==> config.mk <==
export PLATFORM = sky130hd
export DESIGN_NAME = pin_port_ovr
export DESIGN_NICKNAME = d
export VERILOG_FILES = /design/src/rtl/gpio_ovr_pkg.sv /design/src/rtl/port_regs.sv /design/src/rtl/port_drive.sv /design/src/rtl/port_sync.sv /design/src/rtl/pin_port_ovr.sv
export SDC_FILE = /design/constraint.sdc
export NUM_CORES = 1
export LEC_CHECK = 0
export ABC_CLOCK_PERIOD_IN_PS = 1110
export BUFFER_PORTS_ARGS = -buffer_cell sky130_fd_sc_hd__buf_2
export CAP_MARGIN = 20
export CELL_PAD_IN_SITES_DETAIL_PLACEMENT = 2
export CELL_PAD_IN_SITES_GLOBAL_PLACEMENT = 2
export CORE_ASPECT_RATIO = 1.4
export CORE_MARGIN = 2
export CORE_UTILIZATION = 24
export DETAILED_ROUTE_END_ITERATION = 12
export PLACE_DENSITY_LB_ADDON = 0.1
export SLEW_MARGIN = 10
export SYNTH_ARGS = -nofsm -noshare
export SYNTH_HDL_FRONTEND = slang
export SYNTH_SLANG_ARGS = --single-unit
==> constraint.sdc <==
create_clock -name clk -period 1.11 [get_ports clk]
set_clock_uncertainty 0.05 [all_clocks]
set_input_delay 0.2775 -clock clk [delete_from_list [all_inputs] [get_ports clk]]
set_output_delay 0.2775 -clock clk [all_outputs]
set_load 0.01 [all_outputs]
==> src/rtl/gpio_ovr_pkg.sv <==
package gpio_ovr_pkg;

    localparam int PORT_W = 8;

    typedef enum logic [1:0] {
        RD_LATCH = 2'd0,
        RD_DIR   = 2'd1,
        RD_PINS  = 2'd2,
        RD_ZERO  = 2'd3
    } rd_src_e;

    typedef enum logic {
        WR_LATCH = 1'b0,
        WR_DIR   = 1'b1
    } wr_tgt_e;

    typedef struct packed {
        logic val;
        logic oe;
    } pin_drv_t;

    // Per-pin drive selection: a peripheral owns both value and enable,
    // otherwise the stored latch value and inverted direction apply.
    function automatic pin_drv_t pick_drive(input logic sel, input logic pval,
                                            input logic poe, input logic lat,
                                            input logic dir);
        pin_drv_t d;
        if (sel) begin
            d.val = pval;
            d.oe  = poe;
        end else begin
            d.val = lat;
            d.oe  = ~dir;
        end
        return d;
    endfunction

endpackage

==> src/rtl/port_regs.sv <==
module port_regs
    import gpio_ovr_pkg::*;
#(
    parameter int W = PORT_W
) (
    input  logic         clk,
    input  logic         rst,
    input  logic         wr_en,
    input  logic         wr_sel,
    input  logic [W-1:0] wr_data,
    output logic [W-1:0] lat_q,
    output logic [W-1:0] dir_q
);

    always_ff @(posedge clk) begin
        if (rst) begin
            lat_q <= '0;
            dir_q <= '1;
        end else if (wr_en) begin
            if (wr_tgt_e'(wr_sel) == WR_DIR) dir_q <= wr_data;
            else                             lat_q <= wr_data;
        end
    end

    // the direction register only changes through a direction write
    a_r7_dir_only_by_write: assert property (@(posedge clk) disable iff (rst)
        !(wr_en && wr_sel) |=> $stable(dir_q));

    // the data latch only changes through a data write
    a_r3_lat_only_by_write: assert property (@(posedge clk) disable iff (rst)
        !(wr_en && !wr_sel) |=> $stable(lat_q));

endmodule

==> src/rtl/port_drive.sv <==
module port_drive
    import gpio_ovr_pkg::*;
#(
    parameter int W = PORT_W
) (
    input  logic         clk,
    input  logic         rst,
    input  logic [W-1:0] lat_q,
    input  logic [W-1:0] dir_q,
    input  logic [W-1:0] per_sel,
    input  logic [W-1:0] per_out,
    input  logic [W-1:0] per_oe,
    output logic [W-1:0] pad_out,
    output logic [W-1:0] pad_oe
);

    pin_drv_t [W-1:0] nxt;
    pin_drv_t [W-1:0] cur;

    for (genvar i = 0; i < W; i++) begin : g_pin
        assign nxt[i]     = pick_drive(per_sel[i], per_out[i], per_oe[i],
                                       lat_q[i], dir_q[i]);
        assign pad_out[i] = cur[i].val;
        assign pad_oe[i]  = cur[i].oe;
    end

    always_ff @(posedge clk) begin
        if (rst) cur <= '0;
        else     cur <= nxt;
    end

    // an unselected input-direction pin never drives
    a_r2_input_hiz: assert property (@(posedge clk) disable iff (rst)
        1'b1 |=> ((pad_oe & ~$past(per_sel) & $past(dir_q)) == '0));

    // a selected pin with peripheral enable high always drives
    a_r6_periph_forces_out: assert property (@(posedge clk) disable iff (rst)
        1'b1 |=> ((~pad_oe & $past(per_sel) & $past(per_oe)) == '0));

    // a selected pin carries the peripheral value
    a_r5_periph_value: assert property (@(posedge clk) disable iff (rst)
        1'b1 |=> (((pad_out ^ $past(per_out)) & $past(per_sel)) == '0));

endmodule

==> src/rtl/port_sync.sv <==
module port_sync
    import gpio_ovr_pkg::*;
#(
    parameter int W      = PORT_W,
    parameter int STAGES = 2
) (
    input  logic         clk,
    input  logic         rst,
    input  logic [W-1:0] d,
    output logic [W-1:0] q
);

    logic [STAGES-1:0][W-1:0] chain;

    always_ff @(posedge clk) begin
        if (rst) chain <= '0;
        else     chain <= {chain[STAGES-2:0], d};
    end

    assign q = chain[STAGES-1];

    if (STAGES == 2) begin : g_chk
        // pad level appears on the output exactly two edges later
        a_r8_two_edge_delay: assert property (@(posedge clk) disable iff (rst)
            !$past(rst) |=> (q == $past(d, 2)));
    end

endmodule

==> src/rtl/pin_port_ovr.sv <==
module pin_port_ovr
    import gpio_ovr_pkg::*;
#(
    parameter int W           = PORT_W,
    parameter int SYNC_STAGES = 2
) (
    input  logic         clk,
    input  logic         rst,
    input  logic         wr_en,
    input  logic         wr_sel,
    input  logic [W-1:0] wr_data,
    input  logic [1:0]   rd_sel,
    output logic [W-1:0] rd_data,
    input  logic [W-1:0] per_sel,
    input  logic [W-1:0] per_out,
    input  logic [W-1:0] per_oe,
    output logic [W-1:0] per_in,
    input  logic [W-1:0] pad_in,
    output logic [W-1:0] pad_out,
    output logic [W-1:0] pad_oe
);

    logic [W-1:0] lat_q;
    logic [W-1:0] dir_q;
    logic [W-1:0] pins_s;

    port_regs #(.W(W)) u_regs (
        .clk(clk), .rst(rst), .wr_en(wr_en), .wr_sel(wr_sel),
        .wr_data(wr_data), .lat_q(lat_q), .dir_q(dir_q)
    );

    port_drive #(.W(W)) u_drive (
        .clk(clk), .rst(rst), .lat_q(lat_q), .dir_q(dir_q),
        .per_sel(per_sel), .per_out(per_out), .per_oe(per_oe),
        .pad_out(pad_out), .pad_oe(pad_oe)
    );

    port_sync #(.W(W), .STAGES(SYNC_STAGES)) u_sync (
        .clk(clk), .rst(rst), .d(pad_in), .q(pins_s)
    );

    assign per_in = pins_s;

    always_comb begin
        unique case (rd_src_e'(rd_sel))
            RD_LATCH: rd_data = lat_q;
            RD_DIR:   rd_data = dir_q;
            RD_PINS:  rd_data = pins_s;
            default:  rd_data = '0;
        endcase
    end

    // the pin read and the peripheral input bus carry the same levels
    a_r4_pins_match_per_in: assert property (@(posedge clk) disable iff (rst)
        (rd_sel == 2'd2) |-> (rd_data == per_in));

    // a pin released by its peripheral drives the stored configuration
    a_r9_release_restores: assert property (@(posedge clk) disable iff (rst)
        1'b1 |=> (((pad_oe ^ ~$past(dir_q)) & ~$past(per_sel)) == '0));

endmodule

; ---- Word level (Yosys, flattened, before mapping)
; Index checks and enable logic that the tools add are counted.
[classes]
addsub = 0
mul = 0
n_div = 0
magnitude_cmp = 0
n_eq_ne = 2
shifts = 0
n_mux = 9
bitwise = 9
n_reduce_logical = 3
[op_table]
columns = operator, count
row1 = 8-bit one-hot mux with 3 select lines, 1
row2 = 2-bit two-way mux, 8
row3 = 1-bit inverter, 9
row4 = 2-bit AND reduction, 2
row5 = 2-bit by 1-bit == test with 1-bit output (second input constant), 1
row6 = 2-bit == test (second input constant), 1
row7 = 2-bit logical NOT, 1
[word_totals]
register_bits = 48
latchBits = 0
mem_bits_rw = 0
romBits = 0
mem_count = 0

; ---- Logic depth before layout (Yosys ltp)
[logic_depth]
depth_word = 2
depth_mapped = 5
ltp_nobuf = 3

; ---- Hierarchy
; A second synthesis with hierarchy kept.
[hier_totals]
cells_unflattened = 181
hier_area_um2 = 1970.6
[modules_own_cells]
columns = module, n_inst, cells_each, area_each_um2
row1 = port_regs, 1, 62, 675.6
row2 = port_drive, 1, 58, 573.0
row3 = port_sync, 1, 41, 524.3
row4 = pin_port_ovr, 1, 20, 197.7

; ---- Worst setup path after synthesis
; No wires, ideal clock.
[synth_timing]
path_type = input -> output
start = in rd_sel[0]
end = out rd_data[0]
t_arrival_ns = 0.875
path_slack_ns = -0.092
cell_stages = 5
path_buffers = 2
cell_sequence = buf_4 > nor2b_1 > buf_2 > nand2_1 > o21ai_0
[synth_via]
elab_chain_cells = 2
word_cells_on_any_way = 4
[synth_lines]
columns = item, line
row1 = start: declaration, pin_port_ovr.sv:12  ; input logic [1:0] rd_sel,
row2 = 2-bit == test (tied with other cells), pin_port_ovr.sv:45  ; unique case (rd_src_e'(rd_sel))
row3 = 8-bit one-hot mux with 3 select lines (*), pin_port_ovr.sv:45
row4 = end: declaration, pin_port_ovr.sv:13  ; output logic [W-1:0] rd_data,
; Every way passes the cells marked *; elsewhere a longest branch is shown, timed or not.

; ---- Worst setup path in the final report
[layout_timing]
start = reg u_regs.lat_q[2]
end = out rd_data[2]
[layout_via]
elab_chain_cells = 1
[layout_lines]
columns = item, line
row1 = start: declaration, port_regs.sv:11  ; output logic [W-1:0] lat_q,
row2 = start signal: assignment, port_regs.sv:21  ; else lat_q <= wr_data;
row3 = 8-bit one-hot mux with 3 select lines, pin_port_ovr.sv:45
; No other way between the ends.

==> impl_metrics.env <==
export IMPL_status="complete, but fails checks"
export IMPL_failed_checks="negative setup slack"
export IMPL_dp_cells=369
export IMPL_ys_types=18
export IMPL_power_density_nw_per_um2=1330
export IMPL_routed_wl_um=5410
export IMPL_drive_gt1_share_pct=53.9
export IMPL_hold_violations=0
export IMPL_portBuffers=77
export IMPL_core_um2=7310
export IMPL_r2r_start="u_regs.lat_q[0]$_SDFFE_PP0P_"
export IMPL_first_pass_iters=4
export IMPL_gp_congestion=0.649
export IMPL_cp_max_fo=2
export IMPL_end_kind="primary output"
export IMPL_yosysMostFrequentCell="dfxtp_1"
export IMPL_grt_usage_pct=13.4
export IMPL_die_y_um=107
export IMPL_clk_path_buf_depth=2
export IMPL_cts_hold_repair_buffers=0
export IMPL_synth_common_cells="dfxtp_1 (48), nand2_1 (24), nor2_1 (24), nor2b_1 (17)"
export IMPL_die_w_um=77.3
export IMPL_fp_row_count=37
export IMPL_synth_edf_count=0
export IMPL_syn_area_per_cell_um2=9.45
export IMPL_synth_area_leaders="dfxtp_1 (53%), mux2i_1 (8.9%), nor2b_1 (5.9%)"
export IMPL_crit_start="u_regs.lat_q[2]$_SDFFE_PP0P_"
export IMPL_relSlewSlack_pct=85.1
export IMPL_met1_length_um=2230
export IMPL_clock_sinks=48
export IMPL_num_vias=1628
export IMPL_clk_pin_slew_ns=0.09
export IMPL_htreeDepth=2
export IMPL_numCtsBuffers=5
export IMPL_met2WireLength_um=2850
export IMPL_setup_slack_ns=-0.255
export IMPL_async_flop_share_pct=0
export IMPL_setup_viol=8
export IMPL_fmax_mhz=733
export IMPL_area_growth_pct=48.1
export IMPL_hold_path_class="in2reg"
export IMPL_start_util_pct=24.7
export IMPL_ys_ff_latch=48
export IMPL_final_max_slew_viol_count=0
export IMPL_wl_met3_um=271
export IMPL_synth_ff_type="dfxtp_1"
export IMPL_min_period_ns=1.36
export IMPL_cap_violations=0
export IMPL_maxUsedRoutingLayer="met4"
export IMPL_grt_antenna_before_repair=0
export IMPL_worst_slew_pin_slew_ns=0.222
export IMPL_synth_top_cell_by_area="dfxtp_1"
export IMPL_dpl_hpwl_um=4130
export IMPL_reg2reg_to="u_drive.pad_out[0]$_SDFF_PP0_"
export IMPL_rsz0062_at_grt="true"
export IMPL_tritoncts="done"
export IMPL_final_nets=329
export IMPL_ios=78
export IMPL_reg2reg_setup_slack_ns=0.21
export IMPL_drt_initial_drc_count=47
export IMPL_path_class="reg2out"
export IMPL_start_kind="register"
export IMPL_yosysWarningCount=0
export IMPL_cp_endpoint="rd_data[2]"
export IMPL_required_ns=0.78
export IMPL_antenna_left=0
export IMPL_grt_pass1_wl_um=8600
export IMPL_diodes=0
export IMPL_synth_cells=191
export IMPL_synth_seq_area_share_pct=53.3
export IMPL_grt_start_max_net_pins=32
export IMPL_dp_slack_ns=-0.479
export IMPL_ir_drop_uv=525
export IMPL_power_leakage_nw=1.25
export IMPL_dieArea_um2=8240
export IMPL_overflow=0
export IMPL_root_buffer="clkbuf_8"
export IMPL_synth_top_area_share_pct=53.3
export IMPL_crit_arrival_ns=1.04
export IMPL_avgRoutedWirePerCell_um=14.2
export IMPL_finalNonFillerCells=381
export IMPL_min_delay_start="pad_in[2]"
export IMPL_synthesis_nets=237
export IMPL_clkLatencyLatePin_ns=0.29
export IMPL_via_per_inst=4.27
export IMPL_fin_crit_sh_pct=123
export IMPL_reg2reg_depth=4
export IMPL_drc=0
export IMPL_synth_area_um2=1800
export IMPL_grt_pass1_vias=1713
area by class of cell:
cell class	instances	area, um^2
Fill cell	863	4640
Sequential cell	48	990
Multi-Input combinational cell	124	810
Timing Repair Buffer	104	661
Tap cell	97	121
Clock buffer	8	90.1
power breakdown:
part	leakage [nW]	internal, mW	switching (mW)	total, mW
clock	0.0455	0.510	0.584	1.09
combinational	0.807	0.313	0.271	0.584
sequential	0.399	1.82	0.0467	1.87
flip-flops by register name (all words and copies together), names as in the netlist:
name and cells:
u_sync.q 8, u_sync.chain 8, u_regs.lat_q 8, u_drive.pad_out 8
u_regs.dir_q 8, u_drive.pad_oe 8
placed cells by master (no fill, tap or decap), drive strengths merged:
master / synthesis / routed
nor2: 24 / 24
nand2: 25 / 25
and2b: 1 / 1
dfxtp: 48 / 48
clkbuf: 3 / 8
a21oi: 16 / 16
and3: 8 / 8
nand2b: 1 / 1
nor2b: 17 / 17
a211o: 8 / 8
o21ai: 8 / 8
buf: 16 / 104
mux2i: 16 / 16
critical path: stages, from the launching register on:
cell and delay, ns:
dfxtp_2 0.34, mux2i_4 0.18, o21ai_2 0.08, buf_2 0.13
metrics by stage:
step / hold slack (ns) / util (%) / total power [mW] / instance area (um^2) / TNS [ns]
after detailed placement: 0.385 / 32.7 / 2.42 / 2390 / -4.33
after global routing: 0.126 / 36.5 / 3.73 / 2670 / -2.23
final: 0.135 / 36.5 / 3.55 / 2670 / -1.85
after floorplan: 0.356 / - / 2.16 / 1850 / -0.00457
after CTS: 0.127 / 35.9 / 3.60 / 2630 / -2.06
after global placement: 0.367 / 32.7 / 2.41 / 2390 / -4.15
per-layer routing:
metal | GRT usage (%) | up-vias
met2 | 24.5 | 48
met4 | 3.44 | 0
met5 | 0 | -
met1 | 15.6 | 771
li1 | - | 803
met3 | 3.11 | 6
kinds of logic (layout without fill, tap and decap cells):
family | Yosys count | after routing | synth area share (%)
AO/OA/AOI/OAI | 32 | 32 | 10.5
buffers and inverters | 19 | 112 | 7.35
flip-flops | 48 | 48 | 53.3
multiplexers | 16 | 16 | 8.88
AND/OR/NAND/NOR | 76 | 76 | 20.0
timing repair:
item,4_1_cts,5_1_grt
setup buffers,3,1
setup endpoints to repair,12,16
pin swaps,3,2
gates resized for setup,38,10
worst min-delay path by stage:
stage | endpoint | slack, ns | depth (start not counted)
after floorplan | u_sync.chain[0]$_SDFF_PP0_ | 0.36 | 1
after global placement | u_sync.q[2]$_SDFF_PP0_ | 0.37 | 1
after detailed placement | u_sync.q[2]$_SDFF_PP0_ | 0.39 | 1
after CTS | u_sync.chain[2]$_SDFF_PP0_ | 0.13 | 2
after global routing | u_sync.chain[2]$_SDFF_PP0_ | 0.13 | 2
final | u_sync.chain[2]$_SDFF_PP0_ | 0.14 | 2
Power figures use the tool's default switching activity.
